**src/rtl/pwm_pair_ctrl.sv**
```systemverilog
module pwm_pair_ctrl #(
  parameter int NCH   = 2,
  parameter int PS_W  = 10,
  parameter int PER_W = 12,
  parameter int AW    = 7,
  parameter int DW    = 32
) (
  input  logic           clk,
  input  logic           rst_n,
  input  logic           bus_wr,
  input  logic [AW-1:0]  bus_addr,
  input  logic [DW-1:0]  bus_wdata,
  output logic [DW-1:0]  bus_rdata,
  output logic [NCH-1:0] pwm_out
);
  localparam int CW = 6;

  logic [4*NCH-1:0]          stat;
  logic [NCH-1:0][3:0][DW-1:0] rv;

  wire is_stat = bus_addr[6] && (bus_addr[5:2] == 4'd0);
  wire unused_ok = ^{bus_addr[1:0], bus_wdata[DW-1:PER_W]};

  for (genvar g = 0; g < NCH; g++) begin : ch
    logic [CW-1:0]    ctrl_q, ctrl_act;
    logic [PS_W-1:0]  ps_hold, ps_act, ps_cnt;
    logic [PER_W-1:0] per_hold, per_act, per_cnt, duty_hold, duty_act;
    logic [3:0]       pend;
    logic             run;

    wire wr_c = bus_wr && !bus_addr[6] && (bus_addr[5:4] == 2'(g));
    wire wr0 = wr_c && bus_addr[3:2] == 2'd0;
    wire wr1 = wr_c && bus_addr[3:2] == 2'd1;
    wire wr2 = wr_c && bus_addr[3:2] == 2'd2;
    wire wr3 = wr_c && bus_addr[3:2] == 2'd3;

    wire en  = ctrl_act[0];
    wire inv = ctrl_act[1];
    wire al  = ctrl_act[2];
    wire stp = ctrl_act[3];

    wire ps_top  = ps_cnt >= ps_act;
    wire per_top = per_cnt >= per_act;
    wire wrap    = run && ps_top && per_top;
    wire c_ps    = !al || ctrl_act[4] || wrap || !run;
    wire c_pd    = !al || ctrl_act[5] || wrap || !run;

    always_ff @(posedge clk) begin
      if (!rst_n) begin
        ctrl_q <= '0; ctrl_act <= '0; pend <= '0; run <= 1'b0;
        ps_hold <= '0; ps_act <= '0; ps_cnt <= '0;
        per_hold <= '0; per_act <= '0; per_cnt <= '0;
        duty_hold <= '0; duty_act <= '0;
      end else begin
        if (wr0) ctrl_q <= bus_wdata[CW-1:0];
        ctrl_act <= ctrl_q;
        pend[0]  <= wr0;

        if (wr1) ps_hold <= bus_wdata[PS_W-1:0];
        if (wr2) per_hold <= bus_wdata[PER_W-1:0];
        if (wr3) duty_hold <= bus_wdata[PER_W-1:0];

        if (pend[1] && c_ps) ps_act <= ps_hold;
        if (pend[2] && c_pd) per_act <= per_hold;
        if (pend[3] && c_pd) duty_act <= duty_hold;

        pend[1] <= wr1 || (pend[1] && !c_ps);
        pend[2] <= wr2 || (pend[2] && !c_pd);
        pend[3] <= wr3 || (pend[3] && !c_pd);

        if (!run) begin
          ps_cnt <= '0; per_cnt <= '0;
          run <= en;
        end else if (!en && stp) begin
          ps_cnt <= '0; per_cnt <= '0; run <= 1'b0;
        end else if (ps_top) begin
          ps_cnt <= '0;
          if (per_top) begin
            per_cnt <= '0;
            if (!en) run <= 1'b0;
          end else begin
            per_cnt <= per_cnt + 1'b1;
          end
        end else begin
          ps_cnt <= ps_cnt + 1'b1;
        end
      end
    end

    assign pwm_out[g] = run ? ((per_cnt < duty_act) ^ inv) : inv;
    assign stat[4*g +: 4] = pend;
    assign rv[g][0] = DW'(ctrl_q);
    assign rv[g][1] = DW'(ps_hold);
    assign rv[g][2] = DW'(per_hold);
    assign rv[g][3] = DW'(duty_hold);
  end

  always_comb begin
    bus_rdata = '0;
    if (is_stat) begin
      bus_rdata = DW'(stat);
    end else if (!bus_addr[6]) begin
      for (int c = 0; c < NCH; c++)
        if (bus_addr[5:4] == 2'(c)) bus_rdata = rv[c][bus_addr[3:2]];
    end
  end
endmodule

```
**config.mk**
```make
export PLATFORM = sky130hd
export DESIGN_NAME = pwm_pair_ctrl
export DESIGN_NICKNAME = d
export VERILOG_FILES = /design/src/rtl/pwm_pair_ctrl.sv
export SDC_FILE = /design/constraint.sdc
export NUM_CORES = 1
export LEC_CHECK = 0
export BUFFER_PORTS_ARGS = -buffer_cell sky130_fd_sc_hd__buf_2
export CORE_ASPECT_RATIO = 0.5
export CORE_MARGIN = 10
export CORE_UTILIZATION = 48
export CTS_CLUSTER_SIZE = 8
export DETAILED_ROUTE_END_ITERATION = 16
export PLACE_DENSITY = 0.65
export SYNTH_ARGS = -nofsm -noshare
export SYNTH_HDL_FRONTEND = slang
export SYNTH_SLANG_ARGS = --single-unit
```
**constraint.sdc**
```tcl
create_clock -name clk -period 5 [get_ports clk]
set_input_delay 0.5 -clock clk [delete_from_list [all_inputs] [get_ports clk]]
set_output_delay 0.5 -clock clk [all_outputs]
set_load 0.03 [all_outputs]
```
=== After elaboration in Yosys (flattened, before gate mapping) ===
Cells that the tools add are included.

* $add $sub $neg: 4
* Multipliers: 0
* Divide/modulo/power cells: 0
* Magnitude comparators: 7
* Eq/ne operators: 4
* Shift operators: 0
* Multiplexer cells: 22
* Bitwise logic cells: 5
* Reductions and logical operators: 66

{| class="wikitable"
|+ Operators with widths
! cell !! number
|-
| 32-bit 2-to-1 mux || 6
|-
| 32-bit binary-select mux with 2-bit select || 2
|-
| 1-bit logical AND || 30
|-
| 12-bit by 1-bit adder with 12-bit output (second input constant) || 2
|-
| 12-bit >= comparator || 2
|-
| 12-bit < comparator || 2
|-
| 12-bit 2-to-1 mux || 2
|-
| 10-bit by 1-bit adder with 10-bit output (second input constant) || 2
|-
| 10-bit >= comparator || 2
|-
| 1-bit logical OR || 18
|-
| 1-bit 2-to-1 mux || 12
|-
| 1-bit logical NOT || 11
|-
| 4-bit OR reduction || 2
|-
| 3-bit OR reduction || 2
|-
| 2-bit by 1-bit equality test with 1-bit output (second input constant) || 2
|-
| 2-bit equality test (second input constant) || 2
|-
| 2-bit logical NOT || 2
|-
| 4-bit logical NOT || 1
|-
| 2-bit by 3-bit < comparator with 1-bit output (second input constant) || 1
|-
| 1-bit NOT || 3
|-
| 1-bit XOR || 2
|}

* Register bits after elaboration: 214
* Latch bits: 0
* RAM bits: 0
* Bits in read-only memories: 0
* Input bits: 42
* Output and inout bits: 34
* Logic and storage cells: 132
* Memories kept: 0

=== Depth between registers and ports, before layout ===
* Word-level depth: 8
* Gate-level depth with buffers: 10
* Depth with buffers taken out: 8

=== Worst setup path before layout ===
No wires, ideal clock.

* Path kind: input -> output
* Start: input port bus_addr[2]
* End: output port bus_rdata[5]
* Data arrival time: 2131 ps
* Slack: 2369 ps
* Stages on the path: 6
* Buffers on the path: 3
* Cells stage by stage: buf_2 buf_2 buf_2 mux4_2 mux2i_1 o21ai_0

* Longest elaborated chain between the ends: 6

{| class="wikitable"
|+ RTL lines
! what !! RTL line !! RTL
|-
| start: declaration || 11 || <nowiki>input logic [AW-1:0] bus_addr,</nowiki>
|-
| 32-bit binary-select mux with 2-bit select || 104 || <nowiki>if (bus_addr[5:4] == 2'(c)) bus_rdata = rv[c][bus_addr[3:2]];</nowiki>
|-
| 32-bit 2-to-1 mux (not written as such) || 104 ||
|-
| 32-bit 2-to-1 mux (2 in a row) || 104 ||
|-
| 32-bit 2-to-1 mux || 102 || <nowiki>end else if (!bus_addr[6]) begin</nowiki>
|-
| 32-bit 2-to-1 mux (*) || 100 || <nowiki>if (is_stat) begin</nowiki>
|-
| end: declaration || 13 || <nowiki>output logic [DW-1:0] bus_rdata,</nowiki>
|}

Mark *: on every way between the ends. The rest lies on a longest branch, timed or not. The select of a mux whose other input is x is not followed.

=== Final worst setup path ===
* Start: register ch[1].per_cnt[10]
* End: output port pwm_out[1]

* Longest elaborated chain between the ends: 3

{| class="wikitable"
|+ RTL lines
! what !! RTL line !! RTL
|-
| start: declaration || 27 || <nowiki>logic [PER_W-1:0] per_hold, per_act, per_cnt, duty_hold, duty_act;</nowiki>
|-
| start signal: assignment || 82 || <nowiki>per_cnt <= per_cnt + 1'b1;</nowiki>
|-
| 12-bit < comparator || 90 || <nowiki>assign pwm_out[g] = run ? ((per_cnt < duty_act) ^ inv) : inv;</nowiki>
|-
| 1-bit XOR || 90 ||
|-
| 1-bit 2-to-1 mux || 90 ||
|-
| end: declaration || 14 || <nowiki>output logic [NCH-1:0] pwm_out</nowiki>
|}

Every way passes these cells.

==> flow_summary.ini <==
[place]
dp_hpwl_um = 19230
place_inst = 1560
numPortBuffers = 33
gp_routability_congestion = 0.8764
post-place-ws_ps = 1938
placed_cell_area_um2 = 11130

[clocking]
postCtsSetupRepairBufs = 0
cts_made_buffers = 30
ctsHoldBuffers = 0
cts_resized = 0
cts_buffer_depth = 3
cts_sinks = 214
cts_tree = done
path_clk_slew_ps = 50
h-tree-depth = 1
clk_latency_ps = 540
cts_root_buffer = clkbuf_16

[grt]
grt_use_met1 = 0.2349
grt_pass1_vias = 8396
antenna_found_initial = 2
grt_start_max_net_pins = 83
use_met3 = 0.02448
grt_usage = 0.1786
gr-total-overflow = 0
grt_pass1_wl_um = 43750
gr-usage-met2 = 0.3005
busiest_layer = met2

[floorplan]
die_y_um = 126.6
die_area_um2 = 29520
coreArea_um2 = 22010
start_util = 0.4956
rows = 38
ioPinCount = 76
die_x_um = 233.2

[timing]
rsz0062_at_grt = no
setup-violations-final = 0
skew_ps = 8.459
holdWs_ps = 246.4
setup-tns-final_ps = 0
relSlewSlack = 0.1714
finalCritPeriodShare = 0.6305
final.setup.worst_slack_ps = 1848
period_needed_ps = 3152
fmax_mhz = 317.2
hold_viol_final = 0
slew_violations = 0
tightestPinTransition_ps = 1238

[finish]
fin_cells = 1594
postLayoutCoreUtil = 0.5418
layout.nets = 1404
stdcell_area_um2 = 11930
drive_above_1_share = 0.09288
n_fill_cell = 2020
area_growth_pct = 9.324

[synthesis]
synthArstFlopShare = 0
synth_top_cell_area_share = 0.3927
synth_top_cells_by_area = dfxtp_1 (39%), nand2_1 (10%), mux2i_1 (8.1%)
syn_avg_cell_area_um2 = 8.476
synth_edf_count = 0
ys_seq_area_frac = 0.3927
yosysMostFrequentCell = nand2_1
ys_ff_latch = 214
synth_top_flop_cell = dfxtp_1
syn-instance-count = 1287
yosysUniqueCellTypes = 54
yosysWarnings = 0
synth_commonest_cells = nand2_1 (295), dfxtp_1 (214), a21oi_1 (97)
synth_area_um2 = 10910
yosysTopAreaCell = dfxtp_1

[power_and_ir_drop]
vdd_drop_max_mv = 0.1504
power.density_nw_per_um2 = 305.3
p_leak_nw = 4.241
finalPower_mw = 3.642

[route]
vias = 8603
wl_per_cell_um = 16.92
drt_iter0_drc = 618
detail-route-antenna-nets = 0
drt_wl_total_um = 26970
drc = 0
drt_pre_antenna_iters = 5
viasPerCell = 5.397

[run_status]
status = complete, no violations

[critical_path]
critPathKind = reg2out
required_ps = 4500
crit_path_end_kind = output pin
critical_path.max_fanout = 4
worstSetupStartpointType = register
arrival_ps = 2650

[flow_run]
max_cap_viol_count = 0

[hold_path]
hold_class = in2reg
per-layer routing:
| layer | wire (µm) | vias to the layer above |
|---|---|---|
| met5 | 0 | - |
| li1 | - | 4284 |
| met4 | 529 | 0 |
| met1 | 12650 | 4099 |
| met3 | 1058 | 34 |
| met2 | 12730 | 186 |
final timing paths:
kind	start	endpoint	slack, ps	cells after the start
hold / removal	bus_wdata[11]	ch[0].per_hold[11]$_SDFFE_PN0P_	250	3
setup reg to reg	ch[0].ps_cnt[0]$_SDFF_PP0_	ch[0].per_act[5]$_SDFFE_PN0P_	2300	8
hold reg to reg	ch[1].duty_act[10]$_SDFFE_PN0P_	ch[1].duty_act[10]$_SDFFE_PN0P_	450	2
setup / recovery	ch[1].per_cnt[10]$_SDFFE_PP0P_	pwm_out[1]	1850	7
sequential cells by signal, summed over array words and instances, names as in the netlist:
signal	count
ch.ps_cnt	20
ch.ps_hold	20
ch.ctrl_q	12
ch.ctrl_act	12
ch.per_act	24
ch.per_hold	24
ch.duty_act	24
ch.duty_hold	24
ch.ps_act	20
ch.per_cnt	24
ch.run	2
ch.pend	8
worst max-delay path, stage by stage (launching register included):
cell	delay, ps
dfxtp_1	430
ha_1	280
a21o_1	180
a21oi_1	260
mux2i_1	220
nand2_1	50
or3b_2	490
buf_2	200
placed cells by master, fill, tap and decap left out, types with 3 or more instances in the layout:
cell       instances
nor3_1             6
and2_1            14
buf_2             32
nand4_1            8
and3_1             8
nand3_1           44
a21o_1            10
conb_1            20
a31oi_1            4
nand2b_1           9
buf_4             11
clkbuf_16         31
o21ai_0           17
nand2_1          295
nor3_2             4
a22oi_1            4
mux4_2            14
xor2_1            10
a2111oi_4          3
mux2_2             8
o21ai_1            3
nor2b_1            6
o211ai_1           4
a21oi_1           97
or2_2              4
xnor2_1           27
o21a_1             8
a221oi_1           6
or3_1              5
nor2_1            81
mux2i_1           88
a211oi_1          17
dfxtp_1          214
ha_1              70
inv_1             82
cell families (layout without fill, tap and decap cells):
group / Yosys count / count (layout) / synth area share
other: 1 / 22 / 0.0003437
AOI/OAI and AO/OA: 189 / 189 / 0.1132
DFF: 214 / 214 / 0.3927
xor gates and xnor gates: 37 / 37 / 0.02971
muxes: 110 / 110 / 0.1179
buffers and inverters: 172 / 158 / 0.07134
and+or+nand+nor: 494 / 494 / 0.1945
adders and majority gates: 70 / 70 / 0.08028
where the power goes:
| group | internal, mW | total (mW) | switching, mW |
|---|---|---|---|
| registers | 1.71 | 1.72 | 0.00504 |
| clock network | 1.09 | 1.79 | 0.703 |
| logic | 0.0283 | 0.132 | 0.104 |
layout make-up:
class | instances | area (µm²) | share of cell area
Timing Repair Buffer | 43 | 242.7 | 0.02035
Multi-Input combinational cell | 920 | 5918 | 0.4962
Sequential cell | 214 | 4284 | 0.3592
Inverter | 83 | 311.5 | 0.02612
Tap cell | 300 | 375.4 | 0.03147
Antenna cell | 2 | 5.005 | 0.0004196
Clock buffer | 32 | 789.5 | 0.06620
Note: power is estimated with default switching activity, not from simulation.
